===== config.mk =====
export PLATFORM = sky130hd
export DESIGN_NAME = beat_ack_ctrl
export DESIGN_NICKNAME = d
export VERILOG_FILES = /design/src/rtl/bt_pkg.sv /design/src/rtl/bt_down_counter.sv /design/src/rtl/bt_bus_monitor.sv /design/src/rtl/beat_ack_ctrl.sv
export SDC_FILE = /design/constraint.sdc
export NUM_CORES = 1
export LEC_CHECK = 0
export BUFFER_PORTS_ARGS = -buffer_cell sky130_fd_sc_hd__buf_4
export CORE_ASPECT_RATIO = 0.5
export CORE_MARGIN = 1
export CORE_UTILIZATION = 35
export CTS_BUF_LIST = sky130_fd_sc_hd__clkbuf_4 sky130_fd_sc_hd__clkbuf_8
export DETAILED_ROUTE_END_ITERATION = 7
export PLACE_DENSITY_LB_ADDON = 0.1
export RECOVER_POWER = 50
export SKIP_LAST_GASP = 1
export SLEW_MARGIN = 20
export SYNTH_ARGS = -nofsm -noshare
export SYNTH_HDL_FRONTEND = slang
export SYNTH_SLANG_ARGS = --single-unit

===== constraint.sdc =====
create_clock -name clk -period 1.4 [get_ports clk]
set_input_delay 0.07 -clock clk [delete_from_list [all_inputs] [get_ports clk]]
set_output_delay 0.07 -clock clk [all_outputs]
set_load 0.005 [all_outputs]

===== src/rtl/bt_pkg.sv =====
package bt_pkg;

   typedef enum logic {
      ST_IDLE   = 1'b0,
      ST_ACTIVE = 1'b1
   } bt_state_e;

   // number of extra sub-beat doublings for a size/port code pair
   function automatic int unsigned split_shift(input int unsigned size_code,
                                               input int unsigned port_code);
      return (size_code > port_code) ? (size_code - port_code) : 0;
   endfunction

endpackage


===== src/rtl/bt_down_counter.sv =====
module bt_down_counter #(
   parameter int W = 3
) (
   input  logic         clk,
   input  logic         rst_n,
   input  logic         load,
   input  logic [W-1:0] load_val,
   input  logic         dec,
   output logic         at_zero
);

   logic [W-1:0] cnt_q;

   always_ff @(posedge clk or negedge rst_n) begin
      if (!rst_n)
         cnt_q <= '0;
      else if (load)
         cnt_q <= load_val;
      else if (dec && (cnt_q != '0))
         cnt_q <= cnt_q - 1'b1;
   end

   assign at_zero = (cnt_q == '0);

endmodule


===== src/rtl/bt_bus_monitor.sv =====
module bt_bus_monitor #(
   parameter int TMO_CYCLES = 255
) (
   input  logic clk,
   input  logic rst_n,
   input  logic active,
   input  logic advance,
   output logic expire
);

   generate
      if (TMO_CYCLES == 0) begin : g_off
         assign expire = 1'b0;
      end else begin : g_on
         localparam int CW = $clog2(TMO_CYCLES + 1);
         localparam logic [CW-1:0] LIMIT = CW'(TMO_CYCLES);
         logic [CW-1:0] stall_q;

         always_ff @(posedge clk or negedge rst_n) begin
            if (!rst_n)
               stall_q <= '0;
            else if (!active || advance || expire)
               stall_q <= '0;
            else
               stall_q <= stall_q + 1'b1;
         end

         assign expire = active && !advance && ((stall_q + 1'b1) >= LIMIT);
      end
   endgenerate

endmodule


===== src/rtl/beat_ack_ctrl.sv =====
module beat_ack_ctrl #(
   parameter int DATA_W     = 64,
   parameter int BURST_LEN  = 8,
   parameter int TMO_CYCLES = 255
) (
   input  logic clk,
   input  logic rst_n,
   input  logic req_valid,
   input  logic req_burst,
   input  logic [$clog2($clog2(DATA_W/8)+1)-1:0] req_size,
   input  logic [$clog2($clog2(DATA_W/8)+1)-1:0] req_port,
   input  logic mem_ready,
   output logic busy,
   output logic beat_valid,
   output logic xfer_ack,
   output logic xfer_err
);
   import bt_pkg::*;

   localparam int MAX_SUB = DATA_W / 8;
   localparam int SUB_W   = (MAX_SUB > 1) ? $clog2(MAX_SUB) : 1;
   localparam int BEAT_W  = (BURST_LEN > 1) ? $clog2(BURST_LEN) : 1;

   initial begin
      if (DATA_W < 16 || (DATA_W & (DATA_W - 1)) != 0)
         $error("beat_ack_ctrl: DATA_W must be a power of two of at least 16");
      if (BURST_LEN < 1)
         $error("beat_ack_ctrl: BURST_LEN must be at least 1");
      if (TMO_CYCLES < 0)
         $error("beat_ack_ctrl: TMO_CYCLES must not be negative");
   end

   bt_state_e    state_q;
   logic         active, accept, advance, expire;
   logic         sub_last, beat_last;
   logic [SUB_W-1:0] sub_reload_q, sub_start;
   logic [BEAT_W-1:0] beat_start;
   logic         valid_q, ack_q, err_q;

   assign active  = (state_q == ST_ACTIVE);
   assign accept  = !active && req_valid;
   assign advance = active && mem_ready;

   always_comb begin
      sub_start  = SUB_W'((1 << split_shift(int'(req_size), int'(req_port))) - 1);
      beat_start = req_burst ? BEAT_W'(BURST_LEN - 1) : '0;
   end

   bt_down_counter #(.W(SUB_W)) i_sub_cnt (
      .clk      (clk),
      .rst_n    (rst_n),
      .load     (accept || (advance && sub_last)),
      .load_val (accept ? sub_start : sub_reload_q),
      .dec      (advance),
      .at_zero  (sub_last)
   );

   bt_down_counter #(.W(BEAT_W)) i_beat_cnt (
      .clk      (clk),
      .rst_n    (rst_n),
      .load     (accept),
      .load_val (beat_start),
      .dec      (advance && sub_last),
      .at_zero  (beat_last)
   );

   bt_bus_monitor #(.TMO_CYCLES(TMO_CYCLES)) i_mon (
      .clk     (clk),
      .rst_n   (rst_n),
      .active  (active),
      .advance (advance),
      .expire  (expire)
   );

   always_ff @(posedge clk or negedge rst_n) begin
      if (!rst_n) begin
         state_q      <= ST_IDLE;
         sub_reload_q <= '0;
         valid_q      <= 1'b0;
         ack_q        <= 1'b0;
         err_q        <= 1'b0;
      end else begin
         valid_q <= 1'b0;
         ack_q   <= 1'b0;
         err_q   <= 1'b0;
         if (accept) begin
            state_q      <= ST_ACTIVE;
            sub_reload_q <= sub_start;
         end else if (advance) begin
            valid_q <= 1'b1;
            ack_q   <= sub_last;
            if (sub_last && beat_last)
               state_q <= ST_IDLE;
         end else if (expire) begin
            err_q   <= 1'b1;
            state_q <= ST_IDLE;
         end
      end
   end

   assign busy       = active;
   assign beat_valid = valid_q;
   assign xfer_ack   = ack_q;
   assign xfer_err   = err_q;

endmodule


==> impl_metrics.tcl, run 1 <==
set metrics [dict create \
    rr_endpoint "i_beat_cnt.cnt_q[2]" \
    min_delay_path_depth 3 \
    startpoint_type "input port" \
    worst_skew_pair.late_latency_ps 260 \
    finalCritPeriodShare 1.10 \
    drc 1 \
    rsz0062_at_grt "yes" \
    ys_types 38 \
    cp.required_ps 1560 \
    holdWs_ps 16.5 \
    setup_tns_ps -450 \
    slew_viol_final 0 \
    setup_slack_ps -144 \
    cts_sinks 21 \
    num_vias 986 \
    worstHoldStart "req_burst" \
    async_reset_ff_frac 1.00 \
    grt-ovfl-total 0 \
    startpoint "req_size[0]" \
    fillers 276 \
    peakVddDrop_uv 485 \
    fmaxAchievable_ghz 0.648 \
    r2r_slack_ps -90 \
    drt-initial-drc-count 30 \
    grt_max_degree 22 \
    die_y_um 43.4 \
    maxCapViolCount 0 \
    die_area_mm2 0.00368 \
    cts_buffers 3 \
    violations "DRC, setup timing" \
    antenna_left 0 \
    viasPerCell 5.03 \
    cts-root-buf "clkbuf_8" \
    fin_nets 176 \
    setup_viol 6 \
    cp_data_arrival_time_ps 1700 \
    routed_wl_mm 2.57 \
    syn_avg_cell_area_um2 10.2 \
    hold_viol 0 \
    fin_crit_ps 1540 \
    skew_ps 1.70 \
    outcome "finished, violations left" \
    place_congestion 0.711 \
    leakagePower_nw 0.789 \
    syn2layout_area_growth_pct 46.9 \
    syn_inst 118 \
    rows 14 \
    io-pin-count 13 \
    antenna_found_initial 0 \
    yosysSeqAreaShare 0.438 \
    dr.pass1.iters 6 \
    port_buffers 12 \
    ys_seq_elements 21 \
    hold_path_end "i_beat_cnt.cnt_q[1]" \
    ys.flop_type "dfrtp_1" \
    cp_max_fo 2 \
    clkTransAtPathRegs_ps 80 \
    worstHoldPathType "input port to register" \
    synth_warnings 0 \
    reg2reg_depth 5 \
    synth_edf_count 0 \
    slew_headroom 0.639 \
    syn-num-nets 137 \
    r2r_start "i_sub_cnt.cnt_q[0]" \
    grt_use_total 0.161 \
    grt_pass1_wl_mm 4.43 \
    htreeDepth 1 \
    grt_pass1_vias 972 \
    die-width_um 84.8 \
    start_util 0.383 \
    crit_type "input port to register" \
    design.core.area_mm2 0.00314 \
    p_per_area_mw_per_mm2 1230 \
    dp_hpwl_mm 1.81 \
    wire_per_inst_um 13.1 \
    drive_above_1_share 0.455 \
    cts_tree "yes" \
    cts_buffer_depth 2 \
    syn_area_mm2 0.00120 \
    setup.worst_path.end_class "register" \
    tightest_slew_ps 541 \
    antenna_cells 0 \
]
-- report_power, final --
| part | switching (mW) | internal [mW] | leakage [nW] |
|---|---|---|---|
| Combinational | 0.407 | 0.477 | 0.505 |
| Clock | 0.219 | 0.201 | 0.0217 |
| Sequential | 0.105 | 0.758 | 0.262 |
| Total | 0.730 | 1.44 | 0.789 |
-- cells by family (layout without fill, tap and decap cells) --
kind of cell / count (synthesis) / count (layout) / synth area share
buffers and inverters: 17 / 55 / 0.0573
and+or+nand+nor: 35 / 35 / 0.171
xor gates and xnor gates: 4 / 4 / 0.0354
adders and majority gates: 10 / 10 / 0.110
AOI/OAI and AO/OA: 28 / 28 / 0.163
muxes: 3 / 3 / 0.0260
DFF: 21 / 21 / 0.437
-- state kept, by name (all words and copies together), names as in the netlist --
name / flops
xfer_err: 1
beat_valid: 1
busy: 1
sub_reload_q: 3
i_beat_cnt.cnt_q: 3
xfer_ack: 1
i_sub_cnt.cnt_q: 3
i_mon.g_on.stall_q: 8
-- worst max path at each step --
| stage | endpoint | slack [ps] | cells past startpoint |
|---|---|---|---|
| finish | i_sub_cnt.cnt_q[1] | -140 | 9 |
| CTS | i_sub_cnt.cnt_q[1] | -130 | 9 |
| global route | i_beat_cnt.cnt_q[2] | -210 | 5 |
| floorplan | i_sub_cnt.cnt_q[1] | -320 | 8 |
| global placement | i_sub_cnt.cnt_q[1] | -550 | 9 |
| detailed placement | i_sub_cnt.cnt_q[1] | -570 | 9 |
-- cell usage after synthesis (2+ instances only) --
cell type / n / area share
ha_1: 9 / 0.094
a211oi_1: 4 / 0.025
mux2i_1: 2 / 0.017
o21ai_0: 5 / 0.021
xor2_1: 2 / 0.015
and3_1: 2 / 0.010
a21oi_1: 4 / 0.017
nand4b_1: 2 / 0.015
dfrtp_1: 21 / 0.44
nand2b_1: 5 / 0.026
nor2_1: 2 / 0.0063
clkbuf_1: 2 / 0.0063
a221oi_1: 2 / 0.015
nand2_1: 7 / 0.022
o22ai_1: 2 / 0.010
inv_1: 13 / 0.041
or3_1: 4 / 0.021
a31oi_1: 4 / 0.021
nand3_1: 7 / 0.029
-- per-stage QoR --
stage / power, mW / setup WS (ps) / cell area (µm²) / util / cells
floorplan: 1.29 / -320 / 1230 / - / 118
global placement: 1.54 / -550 / 1500 / 0.478 / 186
detailed placement: 1.56 / -569 / 1500 / 0.478 / 186
CTS: 2.06 / -135 / 1650 / 0.528 / 194
global route: 2.36 / -206 / 1760 / 0.563 / 196
finish: 2.17 / -144 / 1760 / 0.563 / 196
-- cells in the final DEF, fill, tap and decap left out, types with 2 or more instances in the layout --
cell type / n
o21ai_0: 4
buf_6: 6
or3_1: 3
nand2b_1: 4
a211oi_2: 2
a21oi_1: 2
ha_1: 4
nand4b_1: 2
and3_1: 2
dfrtp_1: 20
a31oi_1: 4
a211oi_1: 2
ha_4: 4
buf_4: 29
nor2_1: 2
inv_1: 8
nand2_1: 6
a221oi_2: 3
inv_2: 4
nand3_1: 5
mux2i_1: 2
clkbuf_8: 3
a21oi_2: 2
-- repair_timing --
item / in CTS / in global routing
setup buffers: 3 / 3
gates cloned: 0 / 0
pin swaps: 7 / 12
endpoints found under the setup margin: 16 / 19
endpoints found under the hold margin: 21 / 0
hold buffers: 1 / 0
gates resized for setup: 15 / 20
-- layer usage --
metal | routed length, µm | GRT usage | vias up
met5 | 0 | 0 | -
met3 | 68 | 0.0514 | 2
met2 | 1210 | 0.273 | 9
li1 | - | - | 496
met1 | 1260 | 0.205 | 479
met4 | 19 | 0.0407 | 0
-- final cells by class --
cell class | count | area, µm² | share of cell area
multi-input combinational | 80 | 762 | 0.432
sequential | 21 | 527 | 0.299
timing repair buffer | 38 | 315 | 0.179
inverter | 13 | 61.3 | 0.0348
tap | 40 | 50.0 | 0.0284
clock buffer | 3 | 41.3 | 0.0234
clock inverter | 1 | 7.51 | 0.00426
-- critical path: stages --
cell and delay [ps]:
buf_8 110, inv_12 40, ha_4 110, inv_2 30, fa_1 480, or3_4 370
ha_4 260, mux2i_1 70, o22a_1 170
Note: power is estimated with default switching activity, not from simulation.
==> inputs of run 2 (changes only) <==
--- a/config.mk
+++ b/config.mk
@@ -12,7 +12,7 @@
 export CTS_BUF_LIST = sky130_fd_sc_hd__clkbuf_4 sky130_fd_sc_hd__clkbuf_8
 export DETAILED_ROUTE_END_ITERATION = 7
 export PLACE_DENSITY_LB_ADDON = 0.1
-export RECOVER_POWER = 50
+export RECOVER_POWER = 100
 export SKIP_LAST_GASP = 1
 export SLEW_MARGIN = 20
 export SYNTH_ARGS = -nofsm -noshare
==> impl_metrics.tcl, run 2 (same netlist as run 1, synthesis figures left out) <==
set metrics [dict create \
    outcome "finished, violations left" \
    violations "DRC, setup timing" \
    drc 1 \
    drive_above_1_share 0.455 \
    setup_viol 6 \
    cp.required_ps 1560 \
    htreeDepth 1 \
    die_y_um 43.4 \
    antenna_cells 0 \
    reg2reg_depth 5 \
    viasPerCell 5.04 \
    rsz0062_at_grt "yes" \
    cts-root-buf "clkbuf_8" \
    routed_wl_mm 2.58 \
    setup_tns_ps -450 \
    setup.worst_path.end_class "register" \
    startpoint "req_size[0]" \
    cp_data_arrival_time_ps 1700 \
    dr.pass1.iters 6 \
    cts_tree "yes" \
    fmaxAchievable_ghz 0.648 \
    busiest_layer "met2" \
    r2r_slack_ps -90 \
    num_vias 988 \
    grt_use_total 0.161 \
    leakagePower_nw 0.788 \
    wire_per_inst_um 13.2 \
    dp_hpwl_mm 1.81 \
    largest_reg_flops 8 \
    final_cell_mix "26 x buf_4, 20 x dfrtp_1, 8 x inv_1, 6 x nand2_1, 6 x buf_6" \
    cts_sinks 21 \
    grtUsageMet3 0.0514 \
    p_per_area_mw_per_mm2 1230 \
    rows 14 \
    crit_type "input port to register" \
    antenna_left 0 \
    holdWs_ps 16.5 \
    die-width_um 84.8 \
    hold_viol 0 \
    tightest_slew_ps 541 \
    slew_viol_final 0 \
    use_met2 0.273 \
    die_area_mm2 0.00368 \
    grt_pass1_wl_mm 4.43 \
    fin_crit_ps 1540 \
    peakVddDrop_uv 484 \
    cts_buffer_depth 2 \
    postLayoutCellArea_mm2 0.00176 \
    power_mw 2.17 \
    startpoint_type "input port" \
    finalCritPeriodShare 1.10 \
    place_ws_ps -569 \
    worstHoldPathType "input port to register" \
    top_register "i_mon.g_on.stall_q" \
    clkTransAtPathRegs_ps 80 \
    use_met1 0.205 \
    design.core.area_mm2 0.00314 \
    drt-initial-drc-count 24 \
    setup_slack_ps -144 \
    slew_headroom 0.639 \
    place_area_mm2 0.00150 \
    fin_nets 176 \
    start_util 0.383 \
    antenna_found_initial 0 \
    r2r_start "i_sub_cnt.cnt_q[0]" \
    cp_max_fo 2 \
    endpoint "i_sub_cnt.cnt_q[1]" \
    grt-ovfl-total 0 \
    place_congestion 0.711 \
    layout_commonest_cell "buf_4" \
    worst_skew_pair.late_latency_ps 260 \
    port_buffers 12 \
    rr_endpoint "i_beat_cnt.cnt_q[2]" \
    io-pin-count 13 \
    cts_buffers 3 \
    skew_ps 1.70 \
    syn2layout_area_growth_pct 46.9 \
    grt_pass1_vias 972 \
    grt_max_degree 22 \
    maxCapViolCount 0 \
]
run 2: per-layer routing:
metal | part of all wire | routed length, µm
met5 | 0 | 0
met4 | 0.0074 | 19
met3 | 0.026 | 68
met2 | 0.47 | 1220
met1 | 0.49 | 1270
run 2: what timing repair did:
item | 4_1_cts | 5_1_grt
endpoints found under the setup margin | 16 | 19
pin swaps | 7 | 12
resized for setup | 15 | 20
buffers inserted | 3 | 3
hold buffers | 1 | 0
hold endpoints to repair | 21 | 0
run 2: worst min path at each step:
stage | startpoint | to | slack (ps) | cells after the start
2_1_floorplan | rst_n | beat_valid | -230 | 0
3_3_place_gp | rst_n | i_mon.g_on.stall_q[3] | -20 | 1
3_5_place_dp | rst_n | i_mon.g_on.stall_q[3] | -20 | 1
4_1_cts | req_burst | i_beat_cnt.cnt_q[1] | 20 | 3
5_1_grt | req_burst | i_beat_cnt.cnt_q[1] | 40 | 3
6_report | req_burst | i_beat_cnt.cnt_q[1] | 20 | 3
run 2: critical path, stage by stage:
cell	delay (ps)
buf_8	110
inv_12	40
ha_4	110
inv_2	30
fa_1	480
or3_4	370
ha_4	260
mux2i_1	70
o22a_1	170
run 2: per-stage QoR:
stage / instances / util
finish: 196 / 0.563
global route: 196 / 0.563
CTS: 194 / 0.528
detailed placement: 186 / 0.478
global placement: 186 / 0.478
floorplan: 118 / -
run 2: layout make-up:
class / count / area, µm²
Inverter: 13 / 61.3
Tap cell: 40 / 50.0
Multi-Input combinational cell: 80 / 762
Fill cell: 276 / 1370
Sequential cell: 21 / 527
Clock inverter: 1 / 7.51
Clock buffer: 3 / 41.3
Timing Repair Buffer: 38 / 315
run 2: report_power, final:
| part | total [mW] | switching [mW] | internal [mW] |
|---|---|---|---|
| clock | 0.420 | 0.218 | 0.201 |
| sequential | 0.863 | 0.105 | 0.758 |
| combinational | 0.884 | 0.408 | 0.476 |
